--- src/rtl/seq_pkg.sv ---
package seq_pkg;

  typedef enum logic [2:0] {
    OP_NONE     = 3'd0,
    OP_JUMP     = 3'd1,
    OP_CALL     = 3'd2,
    OP_RET      = 3'd3,
    OP_RETI_EN  = 3'd4,
    OP_RETI_DIS = 3'd5,
    OP_IEN      = 3'd6,
    OP_IDIS     = 3'd7
  } flow_op_e;

  // cond_sel[2]==0 : unconditional; [1] picks zero over carry; [0] inverts
  function automatic logic cond_met(input logic [2:0] sel, input logic c, input logic z);
    logic flag;
    flag = sel[1] ? z : c;
    if (!sel[2]) return 1'b1;
    return sel[0] ? ~flag : flag;
  endfunction

  function automatic int unsigned ring_up(input int unsigned p, input int unsigned depth);
    return (p == depth - 1) ? 0 : p + 1;
  endfunction

  function automatic int unsigned ring_down(input int unsigned p, input int unsigned depth);
    return (p == 0) ? depth - 1 : p - 1;
  endfunction

endpackage

--- src/rtl/seq_cond_eval.sv ---
module seq_cond_eval (
  input  logic [2:0] sel,
  input  logic       carry,
  input  logic       zero,
  output logic       pass
);
  import seq_pkg::*;

  always_comb pass = cond_met(sel, carry, zero);

endmodule

--- src/rtl/seq_ret_stack.sv ---
module seq_ret_stack #(
  parameter int DEPTH = 31,
  parameter int AW    = 10
) (
  input  logic          clk,
  input  logic          rst,
  input  logic          push,
  input  logic          pop,
  input  logic [AW-1:0] push_addr,
  output logic [AW-1:0] top_addr,
  output logic [$clog2(DEPTH)-1:0] ptr
);
  import seq_pkg::*;

  localparam int PW = $clog2(DEPTH);

  logic [AW-1:0] mem [DEPTH];
  logic [PW-1:0] ptr_up, ptr_dn;

  always_comb begin
    ptr_up = PW'(ring_up(32'(ptr), DEPTH));
    ptr_dn = PW'(ring_down(32'(ptr), DEPTH));
  end

  always_ff @(posedge clk) begin
    if (rst)       ptr <= '0;
    else if (push) ptr <= ptr_up;
    else if (pop)  ptr <= ptr_dn;
  end

  always_ff @(posedge clk) begin
    if (!rst && push) mem[ptr_up] <= push_addr;
  end

  assign top_addr = mem[ptr];

endmodule

--- src/rtl/seq_irq_ctl.sv ---
module seq_irq_ctl (
  input  logic clk,
  input  logic rst,
  input  logic irq_req,
  input  logic carry_in,
  input  logic zero_in,
  input  logic set_en,
  input  logic clr_en,
  input  logic restore,
  output logic take,
  output logic ien,
  output logic ack,
  output logic flag_restore,
  output logic carry_out,
  output logic zero_out
);
  logic saved_c, saved_z;

  assign take = ien & irq_req;

  always_ff @(posedge clk) begin
    if (rst) begin
      ien          <= 1'b0;
      ack          <= 1'b0;
      flag_restore <= 1'b0;
      saved_c      <= 1'b0;
      saved_z      <= 1'b0;
      carry_out    <= 1'b0;
      zero_out     <= 1'b0;
    end else begin
      ack          <= take;
      flag_restore <= restore;
      if (take) begin
        saved_c <= carry_in;
        saved_z <= zero_in;
      end
      if (restore) begin
        carry_out <= saved_c;
        zero_out  <= saved_z;
      end
      if (take)        ien <= 1'b0;
      else if (set_en) ien <= 1'b1;
      else if (clr_en) ien <= 1'b0;
    end
  end

endmodule

--- src/rtl/prog_seq.sv ---
module prog_seq #(
  parameter int          AW     = 10,
  parameter int          DEPTH  = 31,
  parameter logic [9:0]  VECTOR = 10'h3FF
) (
  input  logic          clk,
  input  logic          rst,
  input  logic [2:0]    flow_op,
  input  logic [2:0]    cond_sel,
  input  logic [AW-1:0] target,
  input  logic          carry_in,
  input  logic          zero_in,
  input  logic          irq_req,
  output logic [AW-1:0] pc,
  output logic          int_en,
  output logic          irq_ack,
  output logic          flag_restore,
  output logic          carry_restore,
  output logic          zero_restore
);
  import seq_pkg::*;

  localparam int PW = $clog2(DEPTH);

  function automatic logic [AW-1:0] step_one(input logic [AW-1:0] a);
    return a + AW'(1);
  endfunction

  flow_op_e      op;
  logic          cond_pass, take_irq;
  logic          do_jump, do_call, do_ret, do_reti;
  logic          ien_set, ien_clr;
  logic          stk_push, stk_pop;
  logic [AW-1:0] stk_top, pc_next;
  logic [PW-1:0] stk_ptr;

  assign op = flow_op_e'(flow_op);

  seq_cond_eval u_cond (
    .sel   (cond_sel),
    .carry (carry_in),
    .zero  (zero_in),
    .pass  (cond_pass)
  );

  always_comb begin
    do_jump = !take_irq && op == OP_JUMP && cond_pass;
    do_call = !take_irq && op == OP_CALL && cond_pass;
    do_ret  = !take_irq && op == OP_RET  && cond_pass;
    do_reti = !take_irq && (op == OP_RETI_EN || op == OP_RETI_DIS);
    ien_set = !take_irq && (op == OP_RETI_EN  || op == OP_IEN);
    ien_clr = !take_irq && (op == OP_RETI_DIS || op == OP_IDIS);
    stk_push = take_irq | do_call;
    stk_pop  = do_ret | do_reti;
  end

  seq_ret_stack #(.DEPTH(DEPTH), .AW(AW)) u_stack (
    .clk       (clk),
    .rst       (rst),
    .push      (stk_push),
    .pop       (stk_pop),
    .push_addr (pc),
    .top_addr  (stk_top),
    .ptr       (stk_ptr)
  );

  seq_irq_ctl u_irq (
    .clk          (clk),
    .rst          (rst),
    .irq_req      (irq_req),
    .carry_in     (carry_in),
    .zero_in      (zero_in),
    .set_en       (ien_set),
    .clr_en       (ien_clr),
    .restore      (do_reti),
    .take         (take_irq),
    .ien          (int_en),
    .ack          (irq_ack),
    .flag_restore (flag_restore),
    .carry_out    (carry_restore),
    .zero_out     (zero_restore)
  );

  always_comb begin
    if (take_irq)                pc_next = AW'(VECTOR);
    else if (do_jump || do_call) pc_next = target;
    else if (do_ret)             pc_next = step_one(stk_top);
    else if (do_reti)            pc_next = stk_top;
    else                         pc_next = step_one(pc);
  end

  always_ff @(posedge clk) begin
    if (rst) pc <= '0;
    else     pc <= pc_next;
  end

endmodule

--- config.mk ---
export PLATFORM = sky130hd
export DESIGN_NAME = prog_seq
export DESIGN_NICKNAME = d
export VERILOG_FILES = /design/src/rtl/seq_pkg.sv /design/src/rtl/seq_cond_eval.sv /design/src/rtl/seq_ret_stack.sv /design/src/rtl/seq_irq_ctl.sv /design/src/rtl/prog_seq.sv
export SDC_FILE = /design/constraint.sdc
export NUM_CORES = 1
export LEC_CHECK = 0
export BUFFER_PORTS_ARGS = -buffer_cell sky130_fd_sc_hd__buf_4
export CORE_ASPECT_RATIO = 0.8
export CORE_MARGIN = 2
export CORE_UTILIZATION = 55
export DETAILED_ROUTE_END_ITERATION = 16
export PLACE_DENSITY = 0.78
export SLEW_MARGIN = 25
export SYNTH_ARGS = -nofsm -noshare
export SYNTH_HDL_FRONTEND = slang
export SYNTH_SLANG_ARGS = --single-unit
--- constraint.sdc ---
create_clock -name clk -period 6.5 [get_ports clk]
set_clock_uncertainty 0.05 [all_clocks]
set_input_delay 0.975 -clock clk [delete_from_list [all_inputs] [get_ports clk]]
set_output_delay 0.975 -clock clk [all_outputs]
set_load 0.02 [all_outputs]
==> metrics.cfg, run 1 <==
[status]
status = completed

[floorplanning]
start_util_pct = 55.5
die_w_um = 182
rows = 52
dieArea_um2 = 26600
io_pins = 36
dieHeight_um = 146
core_area_um2 = 25100

[logic_synthesis]
async_flop_share_pct = 0
ys_top_cells_by_count = 310 x edfxtp_1, 65 x nor2_1, 54 x mux4_2
synth_warnings = 0
netlist_instances = 833
syn_area_um2 = 13900
yosysTopAreaCell = edfxtp_1
synth_area_leaders = edfxtp_1 67%, mux4_2 8.7%, dfxtp_1 3.9%
synthesis.nets = 861
ys.flop_type = edfxtp_1
seq_area_frac_synth_pct = 70.7
synth_most_common_cell = edfxtp_1
avgSynthCellArea_um2 = 16.7
synth_top_area_share_pct = 66.8
ys_seq_elements = 337
synth_edf_count = 310
synth.distinct_cells = 61

[worst_setup_path]
worstSetupStartpointType = flop
path_cells = buf_4 > mux2_2 > a2bb2oi_1 > nand3_1 > nand4_1 > ha_1 > o31ai_1 > nor4b_2 > xnor2_1 > a2111oi_0 > nor3_1
slowest_delay_ns = 0.87
path_max_fanout = 31
crit_buf_inv = 1
end_kind = flop
cpMaxStageDelayCell = dfxtp_2
required_ns = 6.89
arrival_ns = 4.41
cp_top_family = simple AND/OR/NAND/NOR gates
crit_type = flop to flop

[hold_path]
hold_class = flop to flop

[timing]
whs_ns = 0.412
rsz0062_at_grt = no
setup-tns-final_ns = 0
final_hold_viol_count = 0
period_needed_ns = 4.02
finalMaxSlewViolations = 0
layout_setup_ws_ns = 2.48
relSlewSlack_pct = 33.8
period_share_pct = 61.8
tightest_slew_ns = 0.989
max_freq_mhz = 249
finalSetupViolCount = 0

[layout]
synthToLayoutAreaGrowth_pct = 10.8
diodes = 0
drive_gt1_share_pct = 20.3
stdcell_count = 1217
fillers = 1777
fin_nets = 900

[global_route]
antenna_found_initial = 0
first_global_vias = 7626
grt_max_degree = 76
grt-ovfl-total = 0
grt_pass1_wl_um = 48400
grt_usage_pct = 24.5

[clock_tree]
postCtsHoldBufs = 0
root_buffer = clkbuf_16
clock_sinks = 337
numCtsBuffers = 30
cts_tree = done
h-tree-depth = 1
clk_path_buf_depth = 3
clock_latency_ns = 0.57
ctsResizeCount = 0
clk_pin_slew_ns = 0.07
cts_setup_buffers = 0

[detailed_routing]
drtAntennaViolNets = 0
wl_per_cell_um = 26.4
drt_iter0_drc = 999
drc = 0
vias_per_cell = 6.47
drtPass1Iterations = 5
vias = 7872
wl_um = 32100

[place]
preCtsSetupSlack_ns = 2.41
place.gp.congestion = 0.920
hpwl_um = 20300
place_inst = 1163
port_buffers = 35

[job]
maxCapViolations = 0

[pwr]
design_power_total_mw = 5.14
p_per_area_nw_per_um2 = 333
ir_worst_vdd_mv = 0.236
power.leakage_nw = 4.92

-- registers in the layout, indices dropped and copies added (netlist names), named ones only --
| name | count |
|---|---|
| u_stack.mem | 310 |
| pc | 10 |
| u_stack.ptr | 5 |
| u_irq.ack | 1 |
| u_irq.carry_out | 1 |
| u_irq.flag_restore | 1 |
| u_irq.ien | 1 |
| u_irq.saved_c | 1 |
| u_irq.saved_z | 1 |
| u_irq.zero_out | 1 |
-- tightest hold or removal path: cells and delay by family, from the launching register on --
family	cells	cell delay, ns
flops	1	0.31
simple gates	1	0.05
compound gates	1	0.05
-- final timing paths --
check                              from                           to  slack, ns  cells past startpoint
max                                flop             pc[6]$_SDFF_PP0_       2.48                     11
min          u_irq.saved_z$_SDFFE_PP0P_  u_irq.zero_out$_SDFFE_PP0P_       0.41                      2
max reg2reg                        flop             pc[6]$_SDFF_PP0_       2.48                     11
min reg2reg  u_irq.saved_z$_SDFFE_PP0P_  u_irq.zero_out$_SDFFE_PP0P_       0.41                      2
-- cell type report --
cell class,instances,area [µm²],area share (%)
tap,324,405,2.62
clock buffer,39,826,5.35
clock inverter,14,134,0.867
multi-input combinational,451,3820,24.8
timing repair buffer,48,380,2.46
inverter,4,15.0,0.0972
sequential,337,9860,63.8
-- cell usage in the layout, fill, tap and decap left out, types with 6 or more instances in the layout --
cell type and instances:
a211oi_1 9, a21oi_1 25, a22oi_1 14, buf_4 47, clkbuf_1 6, clkbuf_16 31
dfxtp_1 21, edfxtp_1 310, ha_1 7, mux2_2 17, mux2i_1 43, mux4_2 54
nand2_1 50, nand2b_1 7, nand3_1 21, nor2_1 65, nor2b_1 15, nor3_1 7
o211ai_1 6, o21ai_0 25, xnor2_1 7, xor2_1 10
-- where the power goes --
| group | switching [mW] | total, mW | internal (mW) |
|---|---|---|---|
| clock network | 0.776 | 1.75 | 0.974 |
| logic | 0.478 | 0.788 | 0.310 |
| registers | 0.120 | 2.60 | 2.48 |
| total | 1.37 | 5.14 | 3.77 |
-- per-layer routing --
metal	vias to the layer above	wire length [µm]	global-route usage, %
met1	3973	13300	37.4
met5	-	0	0
met2	458	14700	37.2
li1	3386	-	-
met3	55	3460	5.04
met4	0	701	5.40
-- kinds of logic (layout without fill, tap and decap cells) --
kind of cell,after synthesis,in the layout,synth area share [%]
flops,337,337,70.7
simple gates,200,200,7.03
mux,114,114,13.2
compound gates,113,113,5.49
buf+inv,45,105,1.92
xor+xnor,17,17,1.07
fa+ha+maj,7,7,0.628
-- per-stage QoR --
stage / area, µm² / util (%)
2_1_floorplan: 13900 / -
3_3_place_gp: 14500 / 57.5
3_5_place_dp: 14500 / 57.6
4_1_cts: 15400 / 61.4
5_1_grt: 15400 / 61.5
6_report: 15400 / 61.5
(Power assumes the default switching activity.)
==> run 2, diff against run 1 <==
--- a/config.mk
+++ b/config.mk
@@ -5,12 +5,13 @@
 export SDC_FILE = /design/constraint.sdc
 export NUM_CORES = 1
 export LEC_CHECK = 0
+export ABC_AREA = 1
 export BUFFER_PORTS_ARGS = -buffer_cell sky130_fd_sc_hd__buf_4
 export CORE_ASPECT_RATIO = 0.8
 export CORE_MARGIN = 2
 export CORE_UTILIZATION = 55
 export DETAILED_ROUTE_END_ITERATION = 16
-export PLACE_DENSITY = 0.78
+export PLACE_DENSITY = 0.8
 export SLEW_MARGIN = 25
 export SYNTH_ARGS = -nofsm -noshare
 export SYNTH_HDL_FRONTEND = slang
==> constraint.sdc (replaced) <==
create_clock -name clk -period 3.5 [get_ports clk]
set_clock_uncertainty 0.05 [all_clocks]
set_input_delay 0.525 -clock clk [delete_from_list [all_inputs] [get_ports clk]]
set_output_delay 0.525 -clock clk [all_outputs]
set_load 0.02 [all_outputs]
==> run 2 against run 1 <==
Final cell count is 46% higher. Sequential share of layout area is 3.0 points lower. Synthesized area is 3.6% higher. Die area is 3.5% higher. First-iteration DRC count is 48% higher. Clock power is 87% higher. Critical path type unchanged.
==> metrics.cfg, run 2 <==
[status]
status = completed

[logic_synthesis]
ys.flop_type = edfxtp_1
yosysTopAreaCell = edfxtp_1
synth_mux_area_share_pct = 0  ; -13 points
synth_most_common_cell = nand2_1
synth-compound-area-share_pct = 2.78  ; -2.7 points
ys_seq_elements = 337  ; unchanged
synth_area_leaders = edfxtp_1 65%, nand2_1 12%, nand3_1 9.2%
ys_top_cells_by_count = 459 x nand2_1, 310 x edfxtp_1, 264 x nand3_1
synth-adder-area-share_pct = 0.607  ; -0.022 points
synth-xor-area-share_pct = 0.425  ; -0.64 points
async_flop_share_pct = 0  ; unchanged
netlist_instances = 1343  ; +61%
synth_top_family_by_area = simple AND/OR/NAND/NOR gates
synth_edf_count = 310  ; unchanged
synth_top_area_share_pct = 64.5  ; -2.3 points
synthSimpleGateAreaFrac_pct = 23.7  ; +17 points
syn_area_um2 = 14400  ; +3.6%
seq_area_frac_synth_pct = 68.3  ; -2.4 points
avgSynthCellArea_um2 = 10.7  ; -36%
synthesis.nets = 1371  ; +59%
synth_warnings = 0  ; unchanged
synth.distinct_cells = 38  ; -38%

[clock_tree]
clock_sinks = 337  ; unchanged
root_buffer = clkbuf_16
cts_setup_buffers = 0  ; unchanged
ctsResizeCount = 0  ; unchanged
numCtsBuffers = 31  ; +3.3%
postCtsHoldBufs = 0  ; unchanged
cts_tree = done
h-tree-depth = 1  ; unchanged
clk_path_buf_depth = 3  ; unchanged
clk_pin_slew_ns = 0.07  ; about the same
clock_latency_ns = 0.56  ; about the same

[layout]
top_register = u_stack.mem
largest_register_ffs = 310  ; unchanged
multi_input_area_um2 = 3980  ; +4.0%
fin_nets = 1427  ; +59%
final_cell_mix = 459 x nand2_1, 310 x edfxtp_1, 264 x nand3_1
regArea_um2 = 9850  ; about the same
synthToLayoutAreaGrowth_pct = 12.1
diodes = 0  ; unchanged
drive_gt1_share_pct = 10.6  ; -9.7 points
reg.largest.list = u_stack.mem x310, pc x10, u_stack.ptr x5
final_common_cell = nand2_1
fillers = 2013  ; +13%

[global_route]
grt_pass1_wl_um = 55000  ; +14%
first_global_vias = 9773  ; +28%
antenna_found_initial = 0  ; unchanged
grt_max_degree = 122  ; +61%
grt-ovfl-total = 0  ; unchanged
grt_usage_pct = 26.7  ; +2.2 points

[floorplanning]
core_area_um2 = 26100  ; +3.8%
die_w_um = 185  ; +1.7%
dieArea_um2 = 27600  ; +3.5%
start_util_pct = 55.4  ; -0.12 points
dieHeight_um = 149  ; +1.7%
rows = 53  ; +1.9%
io_pins = 36  ; unchanged

[place]
preCtsSetupSlack_ns = 0.385  ; -2.02 ns
hpwl_um = 21800  ; +7.9%
port_buffers = 35  ; unchanged
place.gp.congestion = 0.919  ; about the same

[worst_setup_path]
required_ns = 3.94  ; -2.95 ns
arrival_ns = 3.50  ; -0.91 ns
worstSetupStartpointType = flop
end_kind = flop
path_max_fanout = 46  ; +48%
crit_type = flop to flop

[detailed_routing]
wl_per_cell_um = 20.2  ; -23%
met1_length_um = 14400  ; +8.5%
drtPass1Iterations = 6  ; +1
vias_per_cell = 5.84  ; -9.6%
vias = 10403  ; +32%
wl_met2_um = 16300  ; +11%
routed.top_layer = met4
drtAntennaViolNets = 0  ; unchanged
wl_um = 36000  ; +12%
drc = 0  ; unchanged
drt_iter0_drc = 1481  ; +48%
wl_met3_um = 4250  ; +23%

[timing]
layout_setup_ws_ns = 0.432  ; -2.05 ns
setup-tns-final_ns = 0  ; unchanged
period_needed_ns = 3.07  ; -0.952 ns
relSlewSlack_pct = 40.0  ; +6.2 points
final_hold_viol_count = 0  ; unchanged
period_share_pct = 87.7  ; +26 points
rsz0062_at_grt = no
finalMaxSlewViolations = 0  ; unchanged
whs_ns = 0.127  ; -0.285 ns
finalSetupViolCount = 0  ; unchanged
tightest_slew_ns = 0.898  ; -0.0911 ns
max_freq_mhz = 326  ; +31%

[hold_path]
hold_class = input pin to flop

[pwr]
power.leakage_nw = 6.13  ; +25%
ir_worst_vdd_mv = 0.654  ; +180%
p_per_area_nw_per_um2 = 599  ; +80%

[job]
maxCapViolations = 0  ; unchanged

## run 2: changes by cell type in the layout (fill, tap and decap cells not counted), sizes merged, moves of 10 or more
| cell | delta |
|---|---|
| a22oi | -13 |
| buf | +45 |
| inv | +39 |
| mux2 | -17 |
| mux2i | -43 |
| mux4 | -54 |
| nand2 | +411 |
| nand3 | +244 |
| nor2b | -15 |
| o211ai | +10 |
## run 2: path summary, 6_finish.rpt
kind                           startpoint                      endpoint  depth (start not counted)  slack, ns
max                                  flop              pc[8]$_SDFF_PP0_                         17       0.43
min                              carry_in    u_irq.saved_c$_SDFFE_PP0P_                          3       0.13
max reg2reg                          flop              pc[8]$_SDFF_PP0_                         17       0.43
min reg2reg  u_irq.carry_out$_SDFFE_PP0P_  u_irq.carry_out$_SDFFE_PP0P_                          2       0.42
## run 2: cell families after synthesis
logic type | after synthesis
AOI/OAI and AO/OA | 68
xor gates and xnor gates | 7
adders and majority gates | 7
buffers and inverters | 116
DFF | 337
and+or+nand+nor | 808
## run 2: critical path: stages, from the launching register on
cell and delay (ns):
dfxtp_4 0.46, inv_4 0.45, buf_12 0.28, nand2_1 0.07
nand3_1 0.07, nand3_1 0.14, nand2_1 0.12, nand2_1 0.07
nand2_1 0.08, nand2_1 0.07, nand2_1 0.15, ha_1 0.19
nand2_1 0.10, nor2_2 0.18, nand4_1 0.13, nand3_1 0.09
nand3_1 0.09, a21oi_1 0.15
## run 2: per-stage QoR
step	utilization, %	total power, mW	cells	area (µm²)
after floorplan	-	5.87	1343	14400
after global placement	58.4	6.41	1723	15200
after detailed placement	58.4	6.45	1723	15200
after CTS	62.1	9.68	1780	16200
after global routing	62.1	10.0	1780	16200
final	62.1	9.70	1780	16200
## run 2: cell type report
type | instances | area share, %
repair buffers | 93 | 4.70
clock buffers | 43 | 5.07
inverters | 46 | 1.08
flip-flops and latches | 337 | 60.9
multi-input cells | 890 | 24.6
well taps | 357 | 2.76
clock inverters | 14 | 0.928
## run 2: power breakdown
group | switching [mW] | internal (mW)
sequential | 0.0645 | 4.56
combinational | 1.31 | 0.483
clock | 1.42 | 1.86
total | 2.80 | 6.90
## run 2: routing by layer
metal | vias to the layer above | global-route usage (%)
met4 | 0 | 7.42
li1 | 4765 | -
met1 | 4912 | 39.0
met2 | 643 | 41.2
met3 | 83 | 5.15
met5 | - | 0
==> run 3, diff against run 2 <==
--- a/config.mk
+++ b/config.mk
@@ -8,11 +8,12 @@
 export ABC_AREA = 1
 export BUFFER_PORTS_ARGS = -buffer_cell sky130_fd_sc_hd__buf_4
 export CORE_ASPECT_RATIO = 0.8
-export CORE_MARGIN = 2
+export CORE_MARGIN = 1
 export CORE_UTILIZATION = 55
 export DETAILED_ROUTE_END_ITERATION = 16
 export PLACE_DENSITY = 0.8
 export SLEW_MARGIN = 25
 export SYNTH_ARGS = -nofsm -noshare
 export SYNTH_HDL_FRONTEND = slang
+export SYNTH_HIERARCHICAL = 1
 export SYNTH_SLANG_ARGS = --single-unit
==> run 3 against run 2 <==
First-iteration DRC count up 21%. Wire length up 4.2%. Highest routed layer unchanged. Largest power group unchanged. Die area fell by 1.5%. Worst setup slack gained 0.029 ns.
==> metrics.cfg, run 3 <==
[worst_setup_path]
arrival_ns = 3.47  ; -0.03 ns
crit_type = flop to flop
required_ns = 3.93  ; about the same
end_kind = flop
worstSetupStartpointType = flop
reg2reg_slack_ns = 0.46  ; +0.03 ns
reg2reg_depth = 19  ; +2
path_max_fanout = 58  ; +26%
r2r-end = pc[9]$_SDFF_PP0_

[floorplanning]
rows = 52  ; -1.9%
dieArea_um2 = 27100  ; -1.5%
core_area_um2 = 25600  ; -1.6%
start_util_pct = 56.8  ; +1.5 points
io_pins = 36  ; unchanged
die_w_um = 184  ; -0.62%
dieHeight_um = 148  ; -0.88%

[detailed_routing]
drtAntennaViolNets = 0  ; unchanged
vias = 10837  ; +4.2%
drc = 0  ; unchanged
wl_per_cell_um = 20.4  ; +0.67%
wl_um = 37500  ; +4.2%
vias_per_cell = 5.88  ; +0.61%
drtPass1Iterations = 6  ; unchanged
drt_iter0_drc = 1799  ; +21%

[logic_synthesis]
synth_top_area_share_pct = 63.9  ; -0.60 points
yosysTopAreaCell = edfxtp_1
synth_edf_count = 310  ; unchanged
synth_area_leaders = edfxtp_1 64%, nand2_1 13%, nand3_1 9.3%
avgSynthCellArea_um2 = 10.4  ; -3.4%
ys_seq_elements = 337  ; unchanged
async_flop_share_pct = 0  ; unchanged
synth_most_common_cell = nand2_1
synth_warnings = 6  ; +6
seq_area_frac_synth_pct = 67.6  ; -0.64 points
ys.flop_type = edfxtp_1
synthesis.nets = 1431  ; +4.4%
syn_area_um2 = 14600  ; +0.95%
synth.distinct_cells = 33  ; -13%
ys_top_cells_by_count = 503 x nand2_1, 310 x edfxtp_1, 272 x nand3_1
netlist_instances = 1403  ; +4.5%

[global_route]
antenna_found_initial = 0  ; unchanged
grt-ovfl-total = 0  ; unchanged
grt_usage_pct = 28.2  ; +1.5 points
first_global_vias = 10043  ; +2.8%
grt_pass1_wl_um = 57400  ; +4.4%
grt_max_degree = 151  ; +24%

[layout]
fillers = 1952  ; -3.0%
final_common_cell = nand2_1
drive_gt1_share_pct = 10.9  ; +0.25 points
reg.largest.list = u_stack/mem x310, pc x10, u_stack/ptr x5
final_cell_mix = 503 x nand2_1, 310 x edfxtp_1, 272 x nand3_1
synthToLayoutAreaGrowth_pct = 13.0
fin_nets = 1495  ; +4.8%
diodes = 0  ; unchanged
top_register = u_stack/mem
largest_register_ffs = 310  ; unchanged

[timing]
rsz0062_at_grt = no
tightest_slew_ns = 0.835  ; -0.0627 ns
max_freq_mhz = 329  ; +0.96%
relSlewSlack_pct = 44.2  ; +4.2 points
final_hold_viol_count = 0  ; unchanged
period_needed_ns = 3.04  ; -0.0291 ns
period_share_pct = 86.8  ; -0.83 points
setup-tns-final_ns = 0  ; unchanged
finalMaxSlewViolations = 0  ; unchanged
finalSetupViolCount = 0  ; unchanged

[clock_tree]
h-tree-depth = 1  ; unchanged
clk_path_buf_depth = 3  ; unchanged
clock_latency_ns = 0.57  ; about the same
clock_sinks = 337  ; unchanged
postCtsHoldBufs = 0  ; unchanged
root_buffer = clkbuf_16
cts_tree = done
cts_setup_buffers = 0  ; unchanged
numCtsBuffers = 31  ; unchanged
ctsResizeCount = 0  ; unchanged
clk_pin_slew_ns = 0.06  ; about the same

[pwr]
ir_worst_vdd_mv = 0.410  ; -37%
design_power_total_mw = 9.81  ; +1.1%
p_per_area_nw_per_um2 = 596  ; -0.59%
power.leakage_nw = 6.43  ; +4.8%

[place]
hpwl_um = 23500  ; +7.7%
port_buffers = 35  ; unchanged
place.gp.congestion = 0.993  ; +8.0%

[hold_path]
hold_end = u_irq/saved_c$_SDFFE_PP0P_
hp-start = carry_in
hold_depth = 3  ; unchanged
hold_class = input pin to flop

[status]
status = completed

[job]
maxCapViolations = 0  ; unchanged

run 3: cell types whose count changed after synthesis, moves of 4 or more:
cell	delta
buf_2	+4
nand3_1	+8
inv_1	+15
buf_4	-7
o21ai_0	+6
nand2_1	+44
nor2_1	+19
o211ai_1	-12
a21oi_1	-9
run 3: logic make-up (layout without fill, tap and decap cells):
kind of cell | after synthesis | count (layout) | synth area share, %
flip-flops | 337 | 337 | 67.6
buffers and inverters | 129 | 218 | 4.35
adder cells (fa/ha/maj) | 7 | 7 | 0.601
AO/OA/AOI/OAI | 51 | 51 | 1.98
AND/OR/NAND/NOR | 877 | 877 | 25.3
XOR/XNOR | 2 | 2 | 0.120
run 3: critical path, cell delays in order (launching register included):
cell and delay [ns]:
dfxtp_4 0.36, inv_4 0.27, buf_12 0.30, buf_4 0.22
nand2_1 0.08, nand3_1 0.09, nand2_1 0.07, nand2_1 0.06
nand2_1 0.10, nand2_1 0.08, nand3_1 0.08, nand2_1 0.31
nand2_1 0.09, nor2_1 0.11, nand2_1 0.11, o21bai_1 0.14
nand3_1 0.08, nand2_1 0.13, nand2_1 0.06, a21oi_1 0.14
run 3: through the flow:
stage	area, µm²	hold slack [ns]	setup slack (ns)	util, %	instances
finish	16500	0.182	0.461	64.2	1843
global route	16500	0.189	0.186	64.2	1843
CTS	16500	0.171	0.522	64.2	1843
detailed placement	15400	0.422	0.582	60.2	1785
global placement	15400	0.416	0.601	60.2	1785
floorplan	14600	0.398	0.596	-	1403
run 3: how the worst max path moves through the flow:
stage                                        end  slack, ns
CTS                             pc[9]$_SDFF_PP0_       0.52
floorplan            u_stack/mem[0][0]$_DFFE_PP_       0.60
finish                          pc[9]$_SDFF_PP0_       0.46
global placement    u_stack/mem[21][5]$_DFFE_PP_       0.60
detailed placement  u_stack/mem[21][7]$_DFFE_PP_       0.58
global route                    pc[6]$_SDFF_PP0_       0.19
run 3: per-layer routing:
metal / up-vias / share of wire (%) / wire length [µm] / GRT usage (%)
li1: 4924 / - / - / -
met1: 5047 / 41 / 15200 / 42.7
met2: 783 / 44 / 16500 / 41.7
met3: 83 / 12 / 4690 / 5.35
met4: 0 / 2.9 / 1100 / 8.04
met5: - / 0 / 0 / 0
run 3: where the power goes:
group	switching [mW]	internal, mW	leakage (nW)	total (mW)
Combinational	1.31	0.491	2.86	1.80
Sequential	0.0896	4.55	3.06	4.64
Clock	1.44	1.93	0.498	3.37
run 3: area by class of cell:
| type | instances | area (µm²) | area share, % |
|---|---|---|---|
| clock buffers | 39 | 846 | 5.14 |
| clock inverters | 19 | 175 | 1.06 |
| inverters | 59 | 224 | 1.36 |
| repair buffers | 101 | 833 | 5.06 |
| flip-flops and latches | 337 | 9850 | 59.9 |
| well taps | 351 | 439 | 2.67 |
| multi-input cells | 937 | 4090 | 24.8 |
